File: src/rtl/lmfc_pkg.sv
package lmfc_pkg;
  typedef struct packed {
    logic realign;
    logic flagMisalign;
  } lmfcStrobes_t;
endpackage

File: src/rtl/lmfc_ctrl.sv
module lmfc_ctrl
  import lmfc_pkg::*;
(
  input  logic         clk,
  input  logic         rstN,
  input  logic         subclass1,
  input  logic         oneShot,
  input  logic         arm,
  input  logic         sysref,
  input  logic         mfLast,
  output lmfcStrobes_t strobes,
  output logic         captured,
  output logic         misaligned
);
  logic [1:0] syncQ;
  logic       sysPrev;
  logic       sysEdge;
  logic       accept;

  always_ff @(posedge clk) begin
    if (!rstN) begin
      syncQ   <= '0;
      sysPrev <= 1'b0;
    end else begin
      syncQ   <= {syncQ[0], sysref};
      sysPrev <= syncQ[1];
    end
  end

  always_comb begin
    sysEdge = syncQ[1] & ~sysPrev;
    accept  = subclass1 && sysEdge && (!oneShot || !captured);
    strobes.realign      = accept && (oneShot || !captured || !mfLast);
    strobes.flagMisalign = accept && !oneShot && captured && !mfLast;
  end

  always_ff @(posedge clk) begin
    if (!rstN) begin
      captured   <= 1'b0;
      misaligned <= 1'b0;
    end else begin
      if (accept)   captured <= 1'b1;
      else if (arm) captured <= 1'b0;
      if (strobes.flagMisalign) misaligned <= 1'b1;
      else if (arm)             misaligned <= 1'b0;
    end
  end

  AST_SC0_QUIET: assert property (@(posedge clk) disable iff (!rstN)
    !subclass1 |-> !strobes.realign && !strobes.flagMisalign);
  AST_ONESHOT_HOLD: assert property (@(posedge clk) disable iff (!rstN)
    oneShot && captured |-> !strobes.realign);
  AST_MIS_STICKY: assert property (@(posedge clk) disable iff (!rstN)
    misaligned && !arm |=> misaligned);
  AST_ARM_CLEAR: assert property (@(posedge clk) disable iff (!rstN)
    arm && !accept |=> !captured && !misaligned);
endmodule

File: src/rtl/lmfc_datapath.sv
module lmfc_datapath
  import lmfc_pkg::*;
#(
  parameter int FW = 5,
  parameter int KW = 6
) (
  input  logic          clk,
  input  logic          rstN,
  input  logic [FW-1:0] octetsPerFrame,
  input  logic [KW-1:0] framesPerMf,
  input  lmfcStrobes_t  strobes,
  output logic          mfLast,
  output logic          frameStart,
  output logic          lmfcStart
);
  logic [FW-1:0] octetCnt;
  logic [KW-1:0] frameCnt;
  logic          frameLast;

  always_comb begin
    frameLast  = (octetCnt == octetsPerFrame - FW'(1));
    mfLast     = frameLast && (frameCnt == framesPerMf - KW'(1));
    frameStart = (octetCnt == '0);
    lmfcStart  = frameStart && (frameCnt == '0);
  end

  always_ff @(posedge clk) begin
    if (!rstN || strobes.realign) begin
      octetCnt <= '0;
      frameCnt <= '0;
    end else if (frameLast) begin
      octetCnt <= '0;
      frameCnt <= mfLast ? '0 : frameCnt + KW'(1);
    end else begin
      octetCnt <= octetCnt + FW'(1);
    end
  end

  AST_OCTET_RANGE: assert property (@(posedge clk) disable iff (!rstN)
    octetCnt < octetsPerFrame);
  AST_OCTET_STEP: assert property (@(posedge clk) disable iff (!rstN)
    !strobes.realign && !frameLast |=> octetCnt == $past(octetCnt) + FW'(1));
  AST_MF_WRAP: assert property (@(posedge clk) disable iff (!rstN)
    mfLast |=> lmfcStart);
  AST_REALIGN_BOUNDARY: assert property (@(posedge clk) disable iff (!rstN)
    strobes.realign |=> lmfcStart);
endmodule

File: src/rtl/lmfc_timing_gen.sv
module lmfc_timing_gen
  import lmfc_pkg::*;
#(
  parameter int MAX_F = 16,
  parameter int MAX_K = 32,
  localparam int FW = $clog2(MAX_F + 1),
  localparam int KW = $clog2(MAX_K + 1)
) (
  input  logic          clk,
  input  logic          rstN,
  input  logic          subclass1,
  input  logic          oneShot,
  input  logic          arm,
  input  logic          sysref,
  input  logic [FW-1:0] octetsPerFrame,
  input  logic [KW-1:0] framesPerMf,
  output logic          frameStart,
  output logic          lmfcStart,
  output logic          sysrefCaptured,
  output logic          misaligned
);
  lmfcStrobes_t strobes;
  logic         mfLast;

  lmfc_ctrl u_ctrl (
    .clk(clk), .rstN(rstN), .subclass1(subclass1), .oneShot(oneShot),
    .arm(arm), .sysref(sysref), .mfLast(mfLast), .strobes(strobes),
    .captured(sysrefCaptured), .misaligned(misaligned)
  );

  lmfc_datapath #(.FW(FW), .KW(KW)) u_dp (
    .clk(clk), .rstN(rstN), .octetsPerFrame(octetsPerFrame),
    .framesPerMf(framesPerMf), .strobes(strobes), .mfLast(mfLast),
    .frameStart(frameStart), .lmfcStart(lmfcStart)
  );
endmodule

File: config.mk
export PLATFORM = sky130hd
export DESIGN_NAME = lmfc_timing_gen
export DESIGN_NICKNAME = d
export VERILOG_FILES = /design/src/rtl/lmfc_pkg.sv /design/src/rtl/lmfc_ctrl.sv /design/src/rtl/lmfc_datapath.sv /design/src/rtl/lmfc_timing_gen.sv
export SDC_FILE = /design/constraint.sdc
export NUM_CORES = 1
export LEC_CHECK = 0
export ABC_AREA = 1
export BUFFER_PORTS_ARGS = -buffer_cell sky130_fd_sc_hd__buf_2
export CORE_AREA = 2 2 46 48
export CTS_BUF_LIST = sky130_fd_sc_hd__clkbuf_4 sky130_fd_sc_hd__clkbuf_8
export DETAILED_ROUTE_END_ITERATION = 8
export DIE_AREA = 0 0 48 50
export PLACE_DENSITY = 0.84
export REMOVE_ABC_BUFFERS = 1
export SETUP_SLACK_MARGIN = 0.4
export SKIP_CTS_REPAIR_TIMING = 1
export SYNTH_ARGS = -nofsm -noshare
export SYNTH_HDL_FRONTEND = slang
export SYNTH_SLANG_ARGS = --single-unit
File: constraint.sdc
create_clock -name clk -period 4.3 [get_ports clk]
set_input_delay 0.43 -clock clk [delete_from_list [all_inputs] [get_ports clk]]
set_output_delay 0.43 -clock clk [all_outputs]
set_load 0.02 [all_outputs]
==> metrics.txt <==
# TYPE chip_impl_metric gauge
chip_impl_metric{name="final-max-slew-violation-count",unit=""} 0
chip_impl_metric{name="multiInputGateArea",unit="um2"} 663.1
chip_impl_metric{name="fin_nets",unit=""} 233
chip_impl_metric{name="synth_cells",unit=""} 185
chip_impl_info{name="critical_path.startpoint",value="u_dp.frameCnt[0]$_SDFFE_PP0N_"} 1
chip_impl_metric{name="area_delta_synth_final",unit="%"} 15.16
chip_impl_info{name="r2r-start",value="u_dp.octetCnt[0]$_SDFF_PP0_"} 1
chip_impl_info{name="holdCritPathClass",value="in2reg"} 1
chip_impl_metric{name="post-route-min-period",unit="ps"} 1848
chip_impl_metric{name="synth_area",unit="mm2"} 0.001122
chip_impl_info{name="kind_of_start_point_of_the_critical_path",value="flop"} 1
chip_impl_metric{name="met2RoutedLength",unit="mm"} 1.037
chip_impl_metric{name="i_o_buffers",unit=""} 20
chip_impl_metric{name="drv_cap",unit=""} 0
chip_impl_metric{name="fraction_of_the_mapped_netlist_area_in_adder_cells",unit="%"} 6.689
chip_impl_metric{name="yosysTopAreaCellShare",unit="%"} 28.54
chip_impl_metric{name="place.detailed.hpwl",unit="mm"} 1.830
chip_impl_metric{name="worstMarginPinSlew",unit="ps"} 303.4
chip_impl_metric{name="boundaryPins",unit=""} 21
chip_impl_metric{name="synth-xor-area-share",unit="%"} 7.023
chip_impl_metric{name="timing.reg2reg.worst_path_depth",unit=""} 10
chip_impl_metric{name="die_area",unit="mm2"} 0.002400
chip_impl_metric{name="cp_num_buf_inv",unit=""} 2
chip_impl_metric{name="max_freq",unit="MHz"} 541.1
chip_impl_metric{name="layout.area.seq",unit="um2"} 320.3
chip_impl_metric{name="total_global_route_track_usage",unit="%"} 22.21
chip_impl_info{name="tritoncts",value="done"} 1
chip_impl_metric{name="m1WireLength",unit="mm"} 1.064
chip_impl_metric{name="totalWireLength",unit="mm"} 2.225
chip_impl_metric{name="min_period_over_period",unit="%"} 42.98
chip_impl_info{name="synth_top_flop_cell",value="dfxtp_1"} 1
chip_impl_info{name="synthTopCellsByCount",value="nand2_1, inv_1, nor2_1"} 1
chip_impl_metric{name="rrSetupSlack",unit="ps"} 2710
chip_impl_info{name="ys_top_cells_by_area",value="dfxtp_1, nand2_1, inv_1, nor2_1, ha_1"} 1
chip_impl_info{name="post-synth-top-area-cell",value="dfxtp_1"} 1
chip_impl_metric{name="initial_antenna_violation_count",unit=""} 0
chip_impl_metric{name="gpl.final_weighted_congestion",unit=""} 0.9473
chip_impl_metric{name="first_pass_iters",unit=""} 4
chip_impl_metric{name="synth_simple_gate_area_share",unit="%"} 43.14
chip_impl_metric{name="route.detailed.drc",unit=""} 0
chip_impl_metric{name="irDropWorstVdd",unit="mV"} 0.1817
chip_impl_metric{name="power.density_cell_area",unit="mW/mm2"} 253.0
chip_impl_metric{name="rows",unit=""} 16
chip_impl_metric{name="dr_wl_met3",unit="um"} 94
chip_impl_metric{name="setup_violations",unit=""} 0
chip_impl_info{name="criticalPathCategory",value="reg2out"} 1
chip_impl_info{name="synth_top_family_by_area",value="simple AND/OR/NAND/NOR gates"} 1
chip_impl_metric{name="via_per_inst",unit=""} 4.831
chip_impl_metric{name="clockBufferDepth",unit=""} 2
chip_impl_info{name="worst_setup_path_end_kind",value="output port"} 1
chip_impl_metric{name="synth_cell_type_count",unit=""} 20
chip_impl_metric{name="tritoncts.num_buffers",unit=""} 3
chip_impl_info{name="route.top_layer_used",value="met4"} 1
chip_impl_metric{name="report.final.hold_viol_count",unit=""} 0
chip_impl_metric{name="cts_htree_levels",unit=""} 1
chip_impl_info{name="worst_path_max_delay_cell",value="dfxtp_1"} 1
chip_impl_metric{name="antenna-diode-count",unit=""} 0
chip_impl_metric{name="synth-seq-cells",unit=""} 16
chip_impl_metric{name="timing.setup.tns",unit="ps"} 0
chip_impl_metric{name="first_global_vias",unit=""} 1072
chip_impl_info{name="setup_repair_after_global_routing_missed_its_margin",value="no"} 1
chip_impl_metric{name="worstPathArrival",unit="ps"} 1420
chip_impl_metric{name="slew-limit-headroom",unit="%"} 79.70
chip_impl_metric{name="ys_async_sr_fraction",unit="%"} 0
chip_impl_metric{name="crit_required",unit="ps"} 3870
chip_impl_metric{name="grt_remaining_overflow",unit=""} 0
chip_impl_metric{name="utilization",unit="%"} 67.96
chip_impl_metric{name="chipHeight",unit="um"} 50
chip_impl_metric{name="detail_route.iter0.violations",unit=""} 31
chip_impl_info{name="root_buffer",value="clkbuf_4"} 1
chip_impl_metric{name="clkLatencyLatePin",unit="ps"} 280
chip_impl_metric{name="routedWlPerCell",unit="um"} 9.428
chip_impl_metric{name="die_width",unit="um"} 48
chip_impl_metric{name="synth_edf_count",unit=""} 0
chip_impl_metric{name="drive_gt1_share",unit="%"} 14.35
chip_impl_metric{name="cts.sink_count",unit=""} 16
chip_impl_metric{name="layout.filler_cells",unit=""} 178
chip_impl_metric{name="clock_pin_slew_reported_for_the_worst_setup_and_hold_paths_after_clock_tree_synthesis",unit="ps"} 90
chip_impl_info{name="r2r-end",value="u_dp.octetCnt[0]$_SDFF_PP0_"} 1
chip_impl_metric{name="dp.cells",unit=""} 232
chip_impl_metric{name="worst_clock_skew",unit="ps"} 6.620
chip_impl_metric{name="share_of_the_synthesized_area_in_compound_gates_ao_oa_aoi_oai",unit="%"} 2.230
chip_impl_metric{name="syn_area_per_cell",unit="um2"} 6.067
chip_impl_info{name="outcome",value="finished, final reports clean"} 1
chip_impl_metric{name="antenna_violating_nets_post_route",unit=""} 0
chip_impl_info{name="synth_most_common_cell",value="nand2_1"} 1
chip_impl_metric{name="critical_path.max_fanout",unit=""} 5
chip_impl_metric{name="fp.coreArea",unit="mm2"} 0.001902
chip_impl_metric{name="yosys_warnings",unit=""} 0
chip_impl_metric{name="synth.area.mux_share",unit="%"} 0
chip_impl_info{name="cp_top_family",value="buffers and inverters"} 1
chip_impl_metric{name="layoutNonFillerInstCount",unit=""} 236
chip_impl_metric{name="floorplan.initialDensity",unit="%"} 59.01
chip_impl_metric{name="routed-via-count",unit=""} 1140
chip_impl_metric{name="seq_area_frac_synth",unit="%"} 28.54
chip_impl_metric{name="grt_max_degree",unit=""} 11
chip_impl_metric{name="grt_first_pass_wirelength",unit="mm"} 3.960
chip_impl_info{name="crit_path_end",value="lmfcStart"} 1
chip_impl_metric{name="worstSetupPathDepth",unit=""} 5
chip_impl_info{name="crit_chain",value="inv_1 -> ha_1 -> nand4_1 -> nor4_1 -> buf_2"} 1
chip_impl_metric{name="leakage",unit="nW"} 0.7182
chip_impl_metric{name="crit_path_max_incr_delay",unit="ps"} 330
power by group:
part / internal (mW) / switching (mW) / total [mW] / leakage [nW]
logic: 0.0279 / 0.0435 / 0.0714 / 0.567
registers: 0.153 / 0.00521 / 0.158 / 0.130
clock network: 0.0515 / 0.0460 / 0.0976 / 0.0210
kinds of logic after synthesis:
logic type,Yosys count
XOR/XNOR,9
AND/OR/NAND/NOR,112
buffers and inverters,37
flip-flops,16
AO/OA/AOI/OAI,5
adder cells (fa/ha/maj),6
final cells by class:
class / instances / area share (%)
Multi-Input combinational cell: 132 / 51.31
Clock buffer: 4 / 2.807
Timing Repair Buffer: 20 / 7.744
Inverter: 37 / 10.75
Tap cell: 27 / 2.614
Sequential cell: 16 / 24.78
stage by stage:
stage	cell area [um2]	hold slack [ps]	power, mW	worst slack [ps]
2_1_floorplan	1122	390.0	0.2090	2596
3_3_place_gp	1256	406.0	0.2291	2329
3_5_place_dp	1256	408.4	0.2326	2234
4_1_cts	1292	344.3	0.3285	2454
5_1_grt	1292	342.5	0.3444	2339
6_report	1292	340.4	0.3271	2452
worst register-to-register path, delay by kind of cell (launching register included):
kind	cells	cell delay [ps]
flip-flops	1	440
AND/OR/NAND/NOR	10	1090
state kept, by name (all words and copies together) (netlist names):
register           cells
u_ctrl.captured        1
u_dp.frameCnt          6
u_ctrl.syncQ           2
u_ctrl.misaligned      1
u_dp.octetCnt          5
u_ctrl.sysPrev         1
per-layer routing:
metal  global-route usage, %  vias up
li1                        -      606
met1                   26.86      496
met2                   38.89       34
met3                   2.198        4
met4                   7.207        0
met5                       0        -
layout by cell type, fill, tap and decap left out, drive strengths merged:
master	instances
nor4	1
buf	20
xor2	8
dfxtp	16
o21ai	3
xnor2	1
nand3b	1
nor3	2
inv	37
ha	6
nor2	30
or2	1
clkbuf	4
a21oi	2
nand4	3
nand3	15
nand2	59
worst min-delay path by stage:
| stage | start | endpoint | slack [ps] | cells after the start |
|---|---|---|---|---|
| after global routing | sysref | u_ctrl.syncQ[0]$_SDFF_PN0_ | 340 | 3 |
| final | sysref | u_ctrl.syncQ[0]$_SDFF_PN0_ | 340 | 3 |
| after detailed placement | u_ctrl.syncQ[0]$_SDFF_PN0_ | u_ctrl.syncQ[1]$_SDFF_PN0_ | 410 | 2 |
| after CTS | sysref | u_ctrl.syncQ[0]$_SDFF_PN0_ | 340 | 3 |
| after global placement | u_ctrl.syncQ[0]$_SDFF_PN0_ | u_ctrl.syncQ[1]$_SDFF_PN0_ | 410 | 2 |
| after floorplan | u_ctrl.syncQ[0]$_SDFF_PN0_ | u_ctrl.syncQ[1]$_SDFF_PN0_ | 390 | 2 |
Power figures use the tool's default switching activity.
